## src/rtl/keygate_pkg.sv

```systemverilog
package keygate_pkg;
  typedef enum logic [1:0] {
    ST_LOCKED = 2'd0,
    ST_ARMED  = 2'd1,
    ST_OPEN   = 2'd2
  } gateState_t;

  // decode strobes from datapath to control
  typedef struct packed {
    logic key0Good;
    logic key0Bad;
    logic key1Good;
    logic key1Bad;
  } keyEvt_t;

  // control strobes back to datapath
  typedef struct packed {
    logic gateOpen;
  } gateCtl_t;
endpackage

```

## src/rtl/keygate_ctrl.sv

```systemverilog
module keygate_ctrl
  import keygate_pkg::*;
(
  input  logic     clk,
  input  logic     rstN,
  input  keyEvt_t  evt,
  output gateCtl_t ctl
);
  gateState_t state, stateNext;

  always_comb begin
    stateNext = state;
    unique case (state)
      ST_LOCKED: if (evt.key0Good) stateNext = ST_ARMED;
      ST_ARMED: begin
        if (evt.key1Good) stateNext = ST_OPEN;
        else if (evt.key0Bad || evt.key1Bad) stateNext = ST_LOCKED;
      end
      ST_OPEN:  stateNext = ST_OPEN;
      default:  stateNext = ST_LOCKED;
    endcase
  end

  always_ff @(posedge clk or negedge rstN) begin
    if (!rstN) state <= ST_LOCKED;
    else       state <= stateNext;
  end

  assign ctl.gateOpen = (state == ST_OPEN);


  reset_closed_chk: assert property (@(posedge clk) !rstN |=> !ctl.gateOpen);

  open_sticky_chk: assert property (@(posedge clk) disable iff (!rstN)
    ctl.gateOpen |=> ctl.gateOpen);

  open_needs_key1_chk: assert property (@(posedge clk) disable iff (!rstN)
    $rose(ctl.gateOpen) |-> $past(evt.key1Good));

  key1_alone_chk: assert property (@(posedge clk) disable iff (!rstN)
    (state == ST_LOCKED && evt.key1Good) |=> !ctl.gateOpen);
endmodule

```

## src/rtl/keygate_dp.sv

```systemverilog
module keygate_dp
  import keygate_pkg::*;
#(
  parameter int          ADDR_W     = 8,
  parameter int          DATA_W     = 32,
  parameter logic [7:0]  KEY0_ADDR  = 8'h70,
  parameter logic [7:0]  KEY1_ADDR  = 8'h74,
  parameter logic [7:0]  CTRL_ADDR  = 8'h50,
  parameter logic [31:0] KEY0_VAL   = 32'h83E7_0B13,
  parameter logic [31:0] KEY1_VAL   = 32'h95A4_F1E0,
  parameter int          STATUS_BIT = 23
)(
  input  logic              clk,
  input  logic              rstN,
  input  logic              wrEn,
  input  logic [ADDR_W-1:0] wrAddr,
  input  logic [DATA_W-1:0] wrData,
  input  logic [ADDR_W-1:0] rdAddr,
  input  gateCtl_t          ctl,
  output keyEvt_t           evt,
  output logic [DATA_W-1:0] rdData,
  output logic              protWrEn
);
  localparam logic [ADDR_W-1:0] K0A = ADDR_W'(KEY0_ADDR);
  localparam logic [ADDR_W-1:0] K1A = ADDR_W'(KEY1_ADDR);
  localparam logic [ADDR_W-1:0] CA  = ADDR_W'(CTRL_ADDR);
  localparam logic [DATA_W-1:0] K0V = DATA_W'(KEY0_VAL);
  localparam logic [DATA_W-1:0] K1V = DATA_W'(KEY1_VAL);
  localparam logic [DATA_W-1:0] STATUS_MASK = DATA_W'(1) << STATUS_BIT;

  logic hitKey0, hitKey1;

  assign hitKey0 = wrEn && (wrAddr == K0A);
  assign hitKey1 = wrEn && (wrAddr == K1A);

  assign evt.key0Good = hitKey0 && (wrData == K0V);
  assign evt.key0Bad  = hitKey0 && (wrData != K0V);
  assign evt.key1Good = hitKey1 && (wrData == K1V);
  assign evt.key1Bad  = hitKey1 && (wrData != K1V);

  assign protWrEn = wrEn && ctl.gateOpen && !hitKey0 && !hitKey1;
  assign rdData   = (rdAddr == CA && ctl.gateOpen) ? STATUS_MASK : '0;


  locked_drop_chk: assert property (@(posedge clk) disable iff (!rstN)
    !ctl.gateOpen |-> !protWrEn);

  key_no_pass_chk: assert property (@(posedge clk) disable iff (!rstN)
    (wrEn && (wrAddr == K0A || wrAddr == K1A)) |-> !protWrEn);

  read_other_zero_chk: assert property (@(posedge clk) disable iff (!rstN)
    (rdAddr != CA) |-> (rdData == '0));
endmodule

```

## src/rtl/keygate_top.sv

```systemverilog
module keygate_top
  import keygate_pkg::*;
#(
  parameter int ADDR_W = 8,
  parameter int DATA_W = 32
)(
  input  logic              clk,
  input  logic              rstN,
  input  logic              wrEn,
  input  logic [ADDR_W-1:0] wrAddr,
  input  logic [DATA_W-1:0] wrData,
  input  logic [ADDR_W-1:0] rdAddr,
  output logic [DATA_W-1:0] rdData,
  output logic              protWrEn
);
  keyEvt_t  evt;
  gateCtl_t ctl;

  keygate_ctrl u_ctrl (
    .clk(clk), .rstN(rstN), .evt(evt), .ctl(ctl)
  );

  keygate_dp #(.ADDR_W(ADDR_W), .DATA_W(DATA_W)) u_dp (
    .clk(clk), .rstN(rstN), .wrEn(wrEn), .wrAddr(wrAddr), .wrData(wrData),
    .rdAddr(rdAddr), .ctl(ctl), .evt(evt), .rdData(rdData), .protWrEn(protWrEn)
  );
endmodule

```

## config.mk

```make
export PLATFORM = sky130hd
export DESIGN_NAME = keygate_top
export DESIGN_NICKNAME = d
export VERILOG_FILES = /design/src/rtl/keygate_pkg.sv /design/src/rtl/keygate_ctrl.sv /design/src/rtl/keygate_dp.sv /design/src/rtl/keygate_top.sv
export SDC_FILE = /design/constraint.sdc
export NUM_CORES = 1
export LEC_CHECK = 0
export BUFFER_PORTS_ARGS = -buffer_cell sky130_fd_sc_hd__buf_2
export CAP_MARGIN = 20
export CORE_MARGIN = 10
export CORE_UTILIZATION = 25
export CTS_CLUSTER_SIZE = 25
export DETAILED_ROUTE_END_ITERATION = 8
export PLACE_DENSITY = 0.71
export SKIP_CTS_REPAIR_TIMING = 1
export SLEW_MARGIN = 10
export SYNTH_ARGS = -nofsm -noshare
export SYNTH_HDL_FRONTEND = slang
export SYNTH_SLANG_ARGS = --single-unit
```

## constraint.sdc

```tcl
create_clock -name clk -period 3.1 [get_ports clk]
set_input_delay 0.31 -clock clk [delete_from_list [all_inputs] [get_ports clk]]
set_output_delay 0.31 -clock clk [all_outputs]
set_load 0.02 [all_outputs]
```

== Word-level counts from Yosys, hierarchy flattened ==
Index checks and enable logic that the tools add are counted.

* Input port bits: 51
* Bits in registers: 2
* Output and inout port bits: 33
* Logic and storage cells: 32

* Equal/unequal tests: 11
* Muxes and demuxes: 5
* Reductions and logical operators: 15

{| class="wikitable"
|+ Operators by type and width
! kind !! number
|-
| $eq 32x32->1 const B || 2
|-
| $ne 32x32->1 const B || 2
|-
| $eq 8x7->1 const B || 3
|-
| $mux 24 || 1
|-
| $logic_and 1x1->1 || 10
|-
| $mux 2 || 3
|-
| $pmux 2 s3 || 1
|-
| $ne 3x2->1 const B || 1
|-
| $eq 2x1->1 const B || 1
|-
| $eq 2x2->1 const B || 1
|-
| $logic_not 1->1 || 2
|-
| $logic_not 2->1 || 1
|-
| $ne 2x2->1 const B || 1
|-
| $reduce_and 2->1 || 1
|-
| $logic_or 1x1->1 || 1
|}

== Longest topological paths before layout ==
* Depth in word-level cells: 7
* Gate-level depth with buffers: 3

== Modules after synthesis ==
A second synthesis with hierarchy kept.

* Cell total of the unflattened synthesis: 72
* Area total of the unflattened synthesis: 593.1 sq um

{| class="wikitable"
|+ By module, submodules not included
! module !! cells each !! area each (sq um) !! instances !! sequential area each (sq um)
|-
| keygate_dp || 64 || 504.2 || 1 || 0.0
|-
| keygate_ctrl || 8 || 88.8 || 1 || 50.0
|}

== Least setup slack after synthesis ==
No wires, ideal clock.

* Path type: input to output
* Start point: in rdAddr[0]
* End point: out rdData[23]
* Stages on the path: 2
* Buffers on the path: 0
* Path slack: 1.504 ns
* Data arrival time: 1.286 ns
* Cell sequence: or4_1 > nor3_1

* Word-level cells in the longest chain between the ends: 3

{| class="wikitable"
|+ RTL lines
! item !! RTL line !! text
|-
| start: declaration || keygate_top.sv:12 || <nowiki>input logic [ADDR_W-1:0] rdAddr,</nowiki>
|-
| $eq 8x7->1 || keygate_dp.sv:42 || <nowiki>assign rdData = (rdAddr == CA && ctl.gateOpen) ? STATUS_MASK : '0;</nowiki>
|-
| $logic_and 1x1->1 || keygate_dp.sv:42 ||
|-
| $mux 24 || keygate_dp.sv:42 ||
|-
| end: declaration || keygate_top.sv:13 || <nowiki>output logic [DATA_W-1:0] rdData,</nowiki>
|}

Every way passes these cells.

== Final worst setup path ==
Ends and elaborated chain as after synthesis.

==> impl_metrics.json <==
{
  "status": "completed",
  "max_cap_violations": 0,
  "synth_top_area_frac": 0.428,
  "start_util": 0.269,
  "synth_top_cell_by_area": "buf_4",
  "first_global_vias": 737,
  "fillers": 232,
  "power_leakage_nw": 0.417,
  "num-nets-final": 174,
  "drc": 0,
  "vias": 626,
  "clk_pin_slew_worst_paths_ns": 0.03,
  "finalHoldViolations": 0,
  "r2r_start": "u_ctrl.state[1]",
  "wl_per_cell_um": 14.5,
  "insertion_delay_ns": 0.22,
  "timing.rr.end": "u_ctrl.state[1]",
  "htreeDepth": 1,
  "async_flop_share": 1.00,
  "area_delta_synth_final_pct": 37.9,
  "vdd_drop_max_mv": 0.0779,
  "ys_warn_count": 0,
  "final-setup-viol-count": 0,
  "yosysUniqueCellTypes": 24,
  "rr_worst_depth": 3,
  "synth.area.top_cells": "buf_4, dfrtp_1, and4b_1",
  "rsz0062_at_grt": "false",
  "reg_top3": "u_ctrl.state (2)",
  "die_area_um2": 4440,
  "grt_util_all_layers": 0.0880,
  "drive_gt1_frac": 0.488,
  "fp.dieH_um": 66.7,
  "clock.fmax_mhz": 643,
  "dr.pass1.iters": 4,
  "maxSlewViolCount": 0,
  "die_w_um": 66.7,
  "root_buffer": "clkbuf_4",
  "seq_area_frac_synth": 0.0920,
  "cts_tree": "yes",
  "worst_setup_path_start_kind": "primary input",
  "synthFlopType": "dfrtp_1",
  "ios": 84,
  "core-area_um2": 2020,
  "crit_fanout": 1,
  "crit_end": "rdData[23]",
  "routabilityCongestion": 0.883,
  "grt_overflow": 0,
  "criticalPathCategory": "primary input to output port",
  "hold_class": "primary input to flip-flop",
  "p_per_area_nw_per_um2": 218,
  "grt_max_degree": 5,
  "io_buffers": 52,
  "clock_sinks": 2,
  "synth_edf_count": 0,
  "synth_cells": 66,
  "syn_area_per_cell_um2": 8.25,
  "vias_per_cell": 4.23,
  "ant_nets": 0,
  "utilization": 0.371,
  "period_minus_slack_ns": 1.56,
  "required_ns": 2.79,
  "cts_inserted_buffers": 3,
  "drtIter0Drc": 38,
  "synth.cell_area_um2": 544,
  "r2r_slack_ns": 1.87,
  "regMostFlops": "u_ctrl.state",
  "wl_mm": 2.14,
  "num_antenna_cells": 0,
  "cp.arrival_ns": 1.25,
  "antenna_found_initial": 0,
  "largest_reg_flops": 2,
  "rows": 16,
  "cts.path.max_buffers": 2,
  "grt_first_pass_wirelength_mm": 3.04,
  "hpwl_mm": 2.00,
  "ys_ff_latch": 2,
  "skew_ns": 0.00123,
  "setup_tns_ns": 0,
  "cp-startpoint": "rdAddr[0]",
  "end_kind": "output port",
  "period_share": 0.502
}
## metal layers
| layer | vias to the layer above | wire [um] | global-route usage |
|---|---|---|---|
| li1 | 296 | - | - |
| met1 | 272 | 633 | 0.0745 |
| met2 | 58 | 1070 | 0.147 |
| met3 | 0 | 432 | 0.0569 |
| met4 | 0 | 0 | 0.0628 |
| met5 | - | 0 | 0 |
## cell usage in the layout, fill, tap and decap left out, types with 2 or more instances in the layout
cell type / instances
buf_2: 52
conb_1: 31
and4b_1: 3
nor4b_1: 3
clkbuf_4: 3
inv_1: 2
nand2_1: 2
nand3_1: 2
nor4b_2: 2
nand4b_1: 2
nand4_1: 2
o41ai_1: 2
dfrtp_1: 2
## synthesized netlist by cell type, types with 2 or more instances
| cell | instances |
|---|---|
| o41ai_1 | 2 |
| nand3_1 | 2 |
| nand4_1 | 2 |
| nor4b_1 | 3 |
| buf_4 | 31 |
| and4b_1 | 3 |
| dfrtp_1 | 2 |
| nand2_1 | 2 |
| nor4b_2 | 2 |
| inv_1 | 2 |
| nand4b_1 | 2 |
## final cells by class
class	instances	area, um2	area share
Timing Repair Buffer	53	270	0.360
Inverter	2	7.51	0.0100
Multi-Input combinational cell	61	367	0.488
Sequential cell	2	50.0	0.0667
Tap cell	27	33.8	0.0450
Clock buffer	3	22.5	0.0300
## critical path: stages
cell and delay (ns):
buf_2 0.09, or4_1 0.52, nor3_1 0.13, buf_2 0.19
## kinds of logic (layout without fill, tap and decap cells)
| logic type | Yosys count | after routing | synth area share |
|---|---|---|---|
| compound gates | 4 | 4 | 0.0644 |
| buf+inv | 33 | 58 | 0.441 |
| flops | 2 | 2 | 0.0920 |
| other cells | 1 | 31 | 0.00689 |
| simple gates | 26 | 26 | 0.395 |
## worst min-delay path by stage
stage,start,to,cells past startpoint
after detailed placement,rstN,u_ctrl.state[1],1
after global placement,rstN,u_ctrl.state[0],1
after floorplan,rstN,u_ctrl.state[0],0
after CTS,rstN,u_ctrl.state[0],1
final,wrData[4],u_ctrl.state[1],3
after global routing,wrData[1],u_ctrl.state[0],3
## power breakdown
part	switching (W)	total [W]	internal, W
Sequential	0.0000000452	0.0000264	0.0000264
Combinational	0.0000501	0.0000793	0.0000293
Clock	0.0000152	0.0000579	0.0000427
## stage by stage
step	hold WS (ns)	cells	area, um2	setup slack [ns]	power (W)
after floorplan	0.0144	96	657	1.50	0.0000978
after global routing	0.380	148	751	1.46	0.000176
final	0.377	148	751	1.54	0.000164
after CTS	-0.145	147	741	1.52	0.000164
after detailed placement	0.0965	144	718	1.52	0.000103
after global placement	0.0954	144	718	1.53	0.000101
Power figures use the tool's default switching activity.
